**config.mk**
```make
export PLATFORM = sky130hd
export DESIGN_NAME = dma_xfer_channel
export DESIGN_NICKNAME = d
export VERILOG_FILES = /design/src/rtl/dma_chan_pkg.sv /design/src/rtl/dma_addr_unit.sv /design/src/rtl/dma_req_pacer.sv /design/src/rtl/dma_cost_calc.sv /design/src/rtl/dma_xfer_channel.sv
export SDC_FILE = /design/constraint.sdc
export NUM_CORES = 1
export LEC_CHECK = 0
export CAP_MARGIN = 10
export CELL_PAD_IN_SITES_DETAIL_PLACEMENT = 0
export CELL_PAD_IN_SITES_GLOBAL_PLACEMENT = 1
export CORE_UTILIZATION = 46
export CTS_CLUSTER_SIZE = 14
export DETAILED_ROUTE_END_ITERATION = 10
export GPL_TIMING_DRIVEN = 0
export PLACE_DENSITY = 0.95
export SKIP_CTS_REPAIR_TIMING = 1
export SKIP_LAST_GASP = 1
export SLEW_MARGIN = 5
export SYNTH_ARGS = -nofsm -noshare
export SYNTH_HDL_FRONTEND = slang
export SYNTH_HIERARCHICAL = 1
export SYNTH_SLANG_ARGS = --single-unit
```
**constraint.sdc**
```tcl
create_clock -name clk -period 8.55 [get_ports clk]
set_input_delay 1.71 -clock clk [delete_from_list [all_inputs] [get_ports clk]]
set_output_delay 1.71 -clock clk [all_outputs]
set_load 0.005 [all_outputs]
```
**src/rtl/dma_chan_pkg.sv**
```systemverilog
package dma_chan_pkg;
  localparam int WAIT_W = 2;
  localparam int CTRL_W = 10;

  typedef enum logic [1:0] {
    AM_INC = 2'b00,
    AM_DEC = 2'b01,
    AM_FIX = 2'b10,
    AM_IO  = 2'b11
  } addr_mode_e;

  typedef enum logic [1:0] {
    ST_IDLE  = 2'd0,
    ST_READ  = 2'd1,
    ST_WRITE = 2'd2
  } xfer_state_e;

  // Packed from MSB: io_wait [9:8] ... enable [0]
  typedef struct packed {
    logic [WAIT_W-1:0] io_wait;
    logic [WAIT_W-1:0] mem_wait;
    logic              dreq_edge;
    addr_mode_e        dst_mode;
    addr_mode_e        src_mode;
    logic              enable;
  } ctrl_t;
endpackage

```
**src/rtl/dma_addr_unit.sv**
```systemverilog
module dma_addr_unit
  import dma_chan_pkg::*;
#(
  parameter int ADDR_W = 20
) (
  input  logic              clk,
  input  logic              rst_n,
  input  logic              load,
  input  logic [ADDR_W-1:0] load_val,
  input  logic              step,
  input  addr_mode_e        mode,
  output logic [ADDR_W-1:0] addr
);
  logic [ADDR_W-1:0] addr_q, addr_d;

  always_comb begin
    addr_d = addr_q;
    if (load) begin
      addr_d = load_val;
    end else if (step) begin
      case (mode)
        AM_INC:  addr_d = addr_q + ADDR_W'(1);
        AM_DEC:  addr_d = addr_q - ADDR_W'(1);
        default: addr_d = addr_q;
      endcase
    end
  end

  always_ff @(posedge clk or negedge rst_n) begin
    if (!rst_n) addr_q <= '0;
    else        addr_q <= addr_d;
  end

  assign addr = addr_q;
endmodule

```
**src/rtl/dma_req_pacer.sv**
```systemverilog
module dma_req_pacer (
  input  logic clk,
  input  logic rst_n,
  input  logic dreq,
  input  logic edge_mode,
  input  logic consume,
  output logic req_ok
);
  logic dreq_q, latch_q, latch_d, rise;

  assign rise = dreq & ~dreq_q;

  always_comb begin
    latch_d = latch_q;
    if (rise)         latch_d = 1'b1;
    else if (consume) latch_d = 1'b0;
  end

  always_ff @(posedge clk or negedge rst_n) begin
    if (!rst_n) begin
      dreq_q  <= 1'b0;
      latch_q <= 1'b0;
    end else begin
      dreq_q  <= dreq;
      latch_q <= latch_d;
    end
  end

  assign req_ok = edge_mode ? latch_q : dreq;
endmodule

```
**src/rtl/dma_cost_calc.sv**
```systemverilog
module dma_cost_calc #(
  parameter int WAIT_W    = 2,
  parameter int BASE_CLKS = 6,
  parameter int COST_W    = 4
) (
  input  logic              io_inv,
  input  logic [WAIT_W-1:0] mem_wait,
  input  logic [WAIT_W-1:0] io_wait,
  output logic [COST_W-1:0] cost
);
  always_comb begin
    if (io_inv)
      cost = COST_W'(BASE_CLKS) + COST_W'(mem_wait) + COST_W'(io_wait) + COST_W'(1);
    else
      cost = COST_W'(BASE_CLKS) + COST_W'(mem_wait) + COST_W'(mem_wait);
  end
endmodule

```
**src/rtl/dma_xfer_channel.sv**
```systemverilog
module dma_xfer_channel
  import dma_chan_pkg::*;
#(
  parameter int ADDR_W    = 20,
  parameter int CNT_W     = 16,
  parameter int BUDGET_W  = 16,
  parameter int BASE_CLKS = 6,
  parameter int DATA_W    = 8,
  localparam int REG_W    = ADDR_W,
  localparam int COST_W   = $clog2(BASE_CLKS + 2 * (2**WAIT_W - 1) + 2)
) (
  input  logic                clk,
  input  logic                rst_n,
  input  logic                reg_we,
  input  logic [1:0]          reg_addr,
  input  logic [REG_W-1:0]    reg_wdata,
  output logic [REG_W-1:0]    reg_rdata,
  input  logic                bus_grant,
  input  logic [BUDGET_W-1:0] cycle_budget,
  input  logic                dreq,
  output logic [ADDR_W-1:0]   bus_addr,
  output logic [DATA_W-1:0]   bus_wdata,
  input  logic [DATA_W-1:0]   bus_rdata,
  output logic                mem_rd,
  output logic                mem_wr,
  output logic                io_rd,
  output logic                io_wr,
  output logic                tend,
  output logic                cost_valid,
  output logic [COST_W-1:0]   cost_clks
);
  localparam int USED_W = BUDGET_W + 1;

  ctrl_t             ctrl_q, ctrl_d;
  xfer_state_e       state_q, state_d;
  logic [CNT_W-1:0]  count_q, count_d;
  logic [USED_W-1:0] used_q, used_d;
  logic [DATA_W-1:0] data_q, data_d;
  logic              done_q, done_d;

  logic [ADDR_W-1:0] src_addr, dst_addr;
  logic              ctrl_load, count_load, src_load, dst_load;
  logic              src_io, dst_io, io_inv, reserved, over_budget;
  logic              req_ok, start, byte_done, last_byte;
  logic [COST_W-1:0] cost;

  assign ctrl_load  = reg_we && (reg_addr == 2'd3);
  assign count_load = reg_we && (reg_addr == 2'd2);
  assign dst_load   = reg_we && (reg_addr == 2'd1);
  assign src_load   = reg_we && (reg_addr == 2'd0);

  assign src_io      = (ctrl_q.src_mode == AM_IO);
  assign dst_io      = (ctrl_q.dst_mode == AM_IO);
  assign io_inv      = src_io | dst_io;
  assign reserved    = (ctrl_q.src_mode == AM_FIX) && (ctrl_q.dst_mode == AM_FIX);
  assign over_budget = used_q > {1'b0, cycle_budget};
  assign byte_done   = (state_q == ST_WRITE);
  assign last_byte   = (count_q == CNT_W'(1));

  assign start = (state_q == ST_IDLE) && ctrl_q.enable && bus_grant && !over_budget &&
                 !reserved && (count_q != '0) && (!io_inv || req_ok);

  dma_addr_unit #(.ADDR_W(ADDR_W)) u_src_addr (
    .clk(clk), .rst_n(rst_n), .load(src_load), .load_val(reg_wdata[ADDR_W-1:0]),
    .step(byte_done), .mode(ctrl_q.src_mode), .addr(src_addr)
  );

  dma_addr_unit #(.ADDR_W(ADDR_W)) u_dst_addr (
    .clk(clk), .rst_n(rst_n), .load(dst_load), .load_val(reg_wdata[ADDR_W-1:0]),
    .step(byte_done), .mode(ctrl_q.dst_mode), .addr(dst_addr)
  );

  dma_req_pacer u_pacer (
    .clk(clk), .rst_n(rst_n), .dreq(dreq), .edge_mode(ctrl_q.dreq_edge),
    .consume(byte_done && io_inv), .req_ok(req_ok)
  );

  dma_cost_calc #(.WAIT_W(WAIT_W), .BASE_CLKS(BASE_CLKS), .COST_W(COST_W)) u_cost (
    .io_inv(io_inv), .mem_wait(ctrl_q.mem_wait), .io_wait(ctrl_q.io_wait), .cost(cost)
  );

  // Next-state logic
  always_comb begin
    state_d = state_q;
    case (state_q)
      ST_IDLE:  if (start) state_d = ST_READ;
      ST_READ:  state_d = ST_WRITE;
      ST_WRITE: state_d = ST_IDLE;
      default:  state_d = ST_IDLE;
    endcase

    ctrl_d = ctrl_q;
    if (ctrl_load)                 ctrl_d = ctrl_t'(reg_wdata[CTRL_W-1:0]);
    else if (byte_done && last_byte) ctrl_d.enable = 1'b0;

    done_d = done_q;
    if (ctrl_load && reg_wdata[0])   done_d = 1'b0;
    else if (byte_done && last_byte) done_d = 1'b1;

    count_d = count_q;
    if (count_load)     count_d = reg_wdata[CNT_W-1:0];
    else if (byte_done) count_d = count_q - CNT_W'(1);

    used_d = used_q;
    if (!bus_grant || (ctrl_load && reg_wdata[0])) used_d = '0;
    else if (byte_done) used_d = used_q + USED_W'(cost);

    data_d = data_q;
    if (state_q == ST_READ) data_d = bus_rdata;
  end

  // Register process
  always_ff @(posedge clk or negedge rst_n) begin
    if (!rst_n) begin
      state_q <= ST_IDLE;
      ctrl_q  <= '0;
      done_q  <= 1'b0;
      count_q <= '0;
      used_q  <= '0;
      data_q  <= '0;
    end else begin
      state_q <= state_d;
      ctrl_q  <= ctrl_d;
      done_q  <= done_d;
      count_q <= count_d;
      used_q  <= used_d;
      data_q  <= data_d;
    end
  end

  // Bus outputs
  assign bus_addr   = (state_q == ST_READ) ? src_addr : dst_addr;
  assign bus_wdata  = data_q;
  assign mem_rd     = (state_q == ST_READ)  && !src_io;
  assign io_rd      = (state_q == ST_READ)  &&  src_io;
  assign mem_wr     = (state_q == ST_WRITE) && !dst_io;
  assign io_wr      = (state_q == ST_WRITE) &&  dst_io;
  assign tend       = (state_q != ST_IDLE) && last_byte;
  assign cost_valid = byte_done;
  assign cost_clks  = cost;

  // Register readback
  always_comb begin
    case (reg_addr)
      2'd0:    reg_rdata = src_addr;
      2'd1:    reg_rdata = dst_addr;
      2'd2:    reg_rdata = REG_W'(count_q);
      default: reg_rdata = REG_W'({done_q, 5'b0, ctrl_q});
    endcase
  end
endmodule

```
==> results.sh, run 1 <==
export IMPL_crit_fanout=10
export IMPL_cap_violations=0
export IMPL_power_frac_comb_pct=42.3
export IMPL_die_area_sq_mm=0.0170
export IMPL_synth_seq_cells=96
export IMPL_power_switching_w=0.000734
export IMPL_cts_tree="built"
export IMPL_cp_end_kind="primary output"
export IMPL_grt_pass1_wl_mm=36.9
export IMPL_synthDominantCellAreaShare_pct=31.6
export IMPL_n_antenna_cell=0
export IMPL_status="finished, final reports clean"
export IMPL_ys_seq_area_share_pct=31.6
export IMPL_dr_pass1_iters=5
export IMPL_swShare_pct=38.1
export IMPL_grt_setup_unrepaired="no"
export IMPL_post_route_min_period_ns=5.50
export IMPL_worstPathRequired_ns=6.84
export IMPL_final_nets=1069
export IMPL_synth_cells=870
export IMPL_clock_fmax_ghz=0.182
export IMPL_utilization_pct=57.7
export IMPL_antenna_found_initial=0
export IMPL_route_detailed_drc=0
export IMPL_clock_path_buffers=2
export IMPL_power_density_mw_per_mm2=209
export IMPL_dp_hpwl_mm=18.1
export IMPL_via_per_inst=5.97
export IMPL_path_clk_slew_ns=0.07
export IMPL_synth_cell_types=66
export IMPL_multiInputGateArea_sq_mm=0.00484
export IMPL_cp_startpoint="reg_addr[0]"
export IMPL_critical_path_class="in -> out"
export IMPL_synth_top_cell_by_area="dfrtp_1"
export IMPL_num_vias=7208
export IMPL_fillers=1483
export IMPL_worst_ep_arrival_time_ns=3.79
export IMPL_start_util_pct=47.4
export IMPL_p_leak_nw=3.53
export IMPL_async_flop_share_pct=100
export IMPL_grt_start_max_net_pins=67
export IMPL_ios=109
export IMPL_max_slew_margin_pct=50.7
export IMPL_wire_per_inst_um=19.6
export IMPL_cell_internal_pwr_w=0.00119
export IMPL_core_region_area_sq_mm=0.0160
export IMPL_seq_power_share_pct=36.5
export IMPL_cts_sinks=96
export IMPL_synth_flop_cell="dfrtp_1"
export IMPL_final_common_cell="clkdlybuf4s50_1"
export IMPL_rows=46
export IMPL_drt_total_wl_mm=23.6
export IMPL_cts_buffers=9
export IMPL_setup_ws_ns=3.05
export IMPL_area_growth_synth_to_final_pct=21.6
export IMPL_synth_nets=951
export IMPL_cts_root_buf="clkbuf_16"
export IMPL_clk_latency_ns=0.35
export IMPL_clock_skew_ns=0.00570
export IMPL_ys_warn_count=6
export IMPL_syn_mean_instance_area_sq_um=8.73
export IMPL_ir_worst_vdd_uv=126
export IMPL_startpoint_type="input port"
export IMPL_port_buffers=106
export IMPL_worstHoldStart="u_pacer/dreq_q"
export IMPL_hold_class="reg -> reg"
export IMPL_r2r_start="ctrl_q[4]"
export IMPL_maxSlewViolCount=0
export IMPL_die_h_um=130
export IMPL_drt_iter0_drc=659
export IMPL_gp_congestion=0.956
export IMPL_pre_cts_ws_ns=3.02
export IMPL_final_cell_mix="clkdlybuf4s50_1 (105), nand2_1 (99), dfrtp_1 (96), nor2_1 (66), o21ai_0 (59)"
export IMPL_drtAntennaViolNets=0
export IMPL_worst_pin_slew_ns=0.739
export IMPL_fp_dieW_um=130
export IMPL_overflow=0
export IMPL_grt_pass1_vias=6761
export IMPL_hold_viol=0
export IMPL_grtUsageTotal_pct=28.8
export IMPL_holdWs_ns=0.454
export IMPL_htree_num_levels=3
export IMPL_period_share_pct=64.4
export IMPL_seqCellArea_sq_mm=0.00240
export IMPL_setup_tns_ns=0
export IMPL_setup_viol=0
export IMPL_syn_area_sq_mm=0.00759
export IMPL_p_clk_share_pct=21.3
export IMPL_synth_area_leaders="dfrtp_1 (32%), mux2_2 (6.5%), xnor2_1 (5.0%), nand2_1 (4.9%), ha_1 (4.6%)"
export IMPL_synth_edf_count=0
export IMPL_drive_gt1_share_pct=10.2
routing by layer:
layer | GRT usage [%] | vias up | wire, um
met4 | 12.3 | 0 | 734
met5 | 0 | - | 0
met2 | 43.4 | 342 | 10300
met1 | 40.5 | 3429 | 10600
met3 | 5.17 | 44 | 1990
li1 | - | 3393 | -
flip-flops by register name, summed over array words and instances, names as in the netlist:
signal           cells
u_pacer/latch_q      1
u_pacer/dreq_q       1
bus_wdata            8
u_src_addr/addr     20
done_q               1
u_dst_addr/addr     20
used_q              17
ctrl_q              10
count_q             16
state_q              2
final timing paths:
path | endpoint | slack (ns) | depth (start not counted)
setup / recovery | reg_rdata[10] | 3.05 | 6
hold / removal | u_pacer/latch_q | 0.45 | 1
setup reg to reg | u_dst_addr/addr[10] | 5.10 | 11
hold reg to reg | u_pacer/latch_q | 0.45 | 1
max in group asynchronous | u_dst_addr/addr[4] | 6.57 | 2
min in group asynchronous | bus_wdata[2] | 1.29 | 1
kinds of logic (layout without fill, tap and decap cells):
family          Yosys count  count (layout)  share of synthesized area [%]
simple gates            360             360                           25.5
flops                    96              96                           31.6
fa+ha+maj                30              30                           5.14
compound gates          156             156                           12.7
mux                      82              82                           13.5
buf+inv                  86             207                           4.60
xor+xnor                 60              60                           6.92
cells in the mapped netlist (9+ instances only):
cell type  number
nand2_1        99
dfrtp_1        96
nor2_1         66
o21ai_0        59
a21oi_1        45
mux2_2         44
nor3_1         44
xnor2_1        43
inv_1          36
clkbuf_1       34
ha_1           28
mux2i_1        25
nand3_1        23
nand4_1        17
xor2_1         17
nor4_1         16
or3_1          15
nor2b_1        13
mux4_2         11
buf_2           9
nor4b_1         9
or4_1           9
layout make-up:
type / count / area share [%]
Clock inverter: 3 / 0.474
Clock buffer: 11 / 2.63
Inverter: 37 / 1.50
Sequential cell: 96 / 26.0
Tap cell: 216 / 2.93
Timing Repair Buffer: 107 / 11.8
Multi-Input combinational cell: 688 / 52.4
Buffer: 49 / 2.28
critical path, cell delays in order:
cell,delay [ns]
clkbuf_1,0.36
buf_2,0.44
buf_2,0.37
mux2i_1,0.11
o21ai_0,0.23
clkdlybuf4s50_1,0.55
power groups by stage:
| stage | combinational [W] | sequential, W | clock, W |
|---|---|---|---|
| after floorplan | 0.000485 | 0.000653 | 0 |
| after global placement | 0.000789 | 0.000702 | 0 |
| after detailed placement | 0.000801 | 0.000707 | 0 |
| after CTS | 0.000806 | 0.000699 | 0.000415 |
| after global routing | 0.000885 | 0.000717 | 0.000433 |
| final | 0.000814 | 0.000702 | 0.000410 |
stage by stage:
stage	instances	cell area (sq um)	power, W
6_report	1207	9230	0.00193
5_1_grt	1207	9230	0.00204
4_1_cts	1207	9230	0.00192
3_5_place_dp	1193	8950	0.00151
3_3_place_gp	1192	8920	0.00149
2_1_floorplan	870	7590	0.00114
Note: power is estimated with default switching activity, not from simulation.
==> inputs of run 2 (changes only) <==
--- a/config.mk
+++ b/config.mk
@@ -8,11 +8,11 @@
 export CAP_MARGIN = 10
 export CELL_PAD_IN_SITES_DETAIL_PLACEMENT = 0
 export CELL_PAD_IN_SITES_GLOBAL_PLACEMENT = 1
-export CORE_UTILIZATION = 46
+export CORE_UTILIZATION = 38
 export CTS_CLUSTER_SIZE = 14
 export DETAILED_ROUTE_END_ITERATION = 10
 export GPL_TIMING_DRIVEN = 0
-export PLACE_DENSITY = 0.95
+export PLACE_DENSITY = 0.85
 export SKIP_CTS_REPAIR_TIMING = 1
 export SKIP_LAST_GASP = 1
 export SLEW_MARGIN = 5
==> constraint.sdc (replaced) <==
create_clock -name clk -period 4.75 [get_ports clk]
set_input_delay 0.95 -clock clk [delete_from_list [all_inputs] [get_ports clk]]
set_output_delay 0.95 -clock clk [all_outputs]
set_load 0.005 [all_outputs]
==> run 2 against run 1 <==
  * Register-to-register slack worse by 3.8 ns
  * Final cell count up 4.2%
  * Combinational power up 79%
  * Critical path depth unchanged
  * Non-clock buffer count unchanged
  * Clock-buffer cell count down 2
  * Sequential cell count unchanged
  * Die area up 21%
  * Highest routed layer unchanged
  * Setup slack worse by 2.4 ns
  * Largest power group unchanged
  * Critical endpoint unchanged
==> results.sh, run 2 (synthesis results as in run 1) <==
export IMPL_cts_sinks=96
export IMPL_die_area_sq_mm=0.0205
export IMPL_grtUsageTotal_pct=24.6
export IMPL_path_clk_slew_ns=0.08
export IMPL_setup_ws_ns=0.680
export IMPL_cp_end_kind="primary output"
export IMPL_stdcell_count=1258
export IMPL_dp_cells=1242
export IMPL_post_route_min_period_ns=4.07
export IMPL_pre_cts_ws_ns=0.726
export IMPL_worst_pin_slew_ns=0.742
export IMPL_clock_fmax_ghz=0.246
export IMPL_max_slew_margin_pct=50.5
export IMPL_final_cell_mix="clkdlybuf4s50_1 (105), nand2_1 (99), dfrtp_1 (96), nor2_1 (66), o21ai_0 (59)"
export IMPL_critical_path_class="in -> out"
export IMPL_num_vias=7166
export IMPL_worstPathRequired_ns=3.80
export IMPL_drt_iter0_drc=556
export IMPL_setup_viol=0
export IMPL_clock_skew_ns=0.0121
export IMPL_gp_congestion=0.922
export IMPL_core_region_area_sq_mm=0.0195
export IMPL_cap_violations=0
export IMPL_dr_pass1_iters=5
export IMPL_grt_pass1_vias=6745
export IMPL_period_share_pct=85.7
export IMPL_hold_class="reg -> reg"
export IMPL_wire_per_inst_um=19.5
export IMPL_start_util_pct=38.9
export IMPL_die_h_um=143
export IMPL_grt_setup_unrepaired="no"
export IMPL_fillers=1956
export IMPL_route_detailed_drc=0
export IMPL_p_leak_nw=3.53
export IMPL_worst_ep_arrival_time_ns=3.12
export IMPL_fp_dieW_um=143
export IMPL_grt_pass1_wl_mm=38.2
export IMPL_startpoint_type="input port"
export IMPL_grt_start_max_net_pins=65
export IMPL_placed_cell_area_sq_mm=0.00901
export IMPL_rows=51
export IMPL_via_per_inst=5.70
export IMPL_r2r_slack_ns=1.31
export IMPL_cts_root_buf="clkbuf_16"
export IMPL_overflow=0
export IMPL_ir_worst_vdd_uv=215
export IMPL_clock_path_buffers=2
export IMPL_status="finished, final reports clean"
export IMPL_ios=109
export IMPL_port_buffers=106
export IMPL_drive_gt1_share_pct=10.5
export IMPL_final_nets=1069
export IMPL_area_growth_synth_to_final_pct=22.8
export IMPL_drt_total_wl_mm=24.5
export IMPL_total_power_w=0.00352
export IMPL_drtAntennaViolNets=0
export IMPL_cts_tree="built"
export IMPL_htree_num_levels=3
export IMPL_fin_area_sq_mm=0.00932
export IMPL_cts_buffers=9
export IMPL_clk_latency_ns=0.36
export IMPL_maxSlewViolCount=0
export IMPL_dp_hpwl_mm=18.6
export IMPL_antenna_found_initial=0
export IMPL_final_common_cell="clkdlybuf4s50_1"
export IMPL_crit_fanout=10
export IMPL_power_density_mw_per_mm2=378
export IMPL_hold_viol=0
export IMPL_n_antenna_cell=0
-- run 2: worst max-delay path, cell delays in order --
cell and delay [ns]:
clkbuf_1 0.32, buf_2 0.43, buf_2 0.39, mux2i_1 0.12, o21ai_0 0.33, clkdlybuf4s50_1 0.57
-- run 2: layer usage --
metal  global-route usage, %  routed length (um)  vias to the layer above
li1                        -                   -                     3391
met1                    35.5               11500                     3446
met2                    37.7               10700                      288
met3                    3.33                1660                       41
met4                    8.51                 660                        0
met5                       0                   0                        -
-- run 2: final cells by class --
type	instances	area, sq um	share of cell area, %
multi-input cells	688	4840	51.9
clock inverters	7	86.3	0.926
inverters	37	139	1.49
flip-flops and latches	96	2400	25.8
clock buffers	9	225	2.42
well taps	265	332	3.56
repair buffers	107	1090	11.7
plain buffers	49	210	2.26
-- run 2: final timing paths --
check	from	endpoint	cells after the start
worst min register to register	u_pacer/dreq_q	u_pacer/latch_q	1
worst min-delay path	u_pacer/dreq_q	u_pacer/latch_q	1
max in group asynchronous	rst_n	u_dst_addr/addr[6]	2
worst max register to register	ctrl_q[2]	u_src_addr/addr[14]	11
min in group asynchronous	rst_n	used_q[15]	1
worst max-delay path	reg_addr[0]	reg_rdata[10]	6
-- run 2: report_power, final --
group          total, W  leakage [nW]  switching, W  internal [W]
sequential      0.00127          1.16      0.000282      0.000986
clock          0.000790         0.150      0.000369      0.000421
combinational   0.00146          2.22      0.000721      0.000742
-- run 2: per-stage QoR --
step	utilization, %	hold WS [ns]	TNS (ns)
2_1_floorplan	-	0.425	0
3_3_place_gp	46.0	0.432	-105.46
3_5_place_dp	46.1	0.432	0
4_1_cts	47.7	0.443	0
5_1_grt	47.7	0.464	0
6_report	47.7	0.443	0
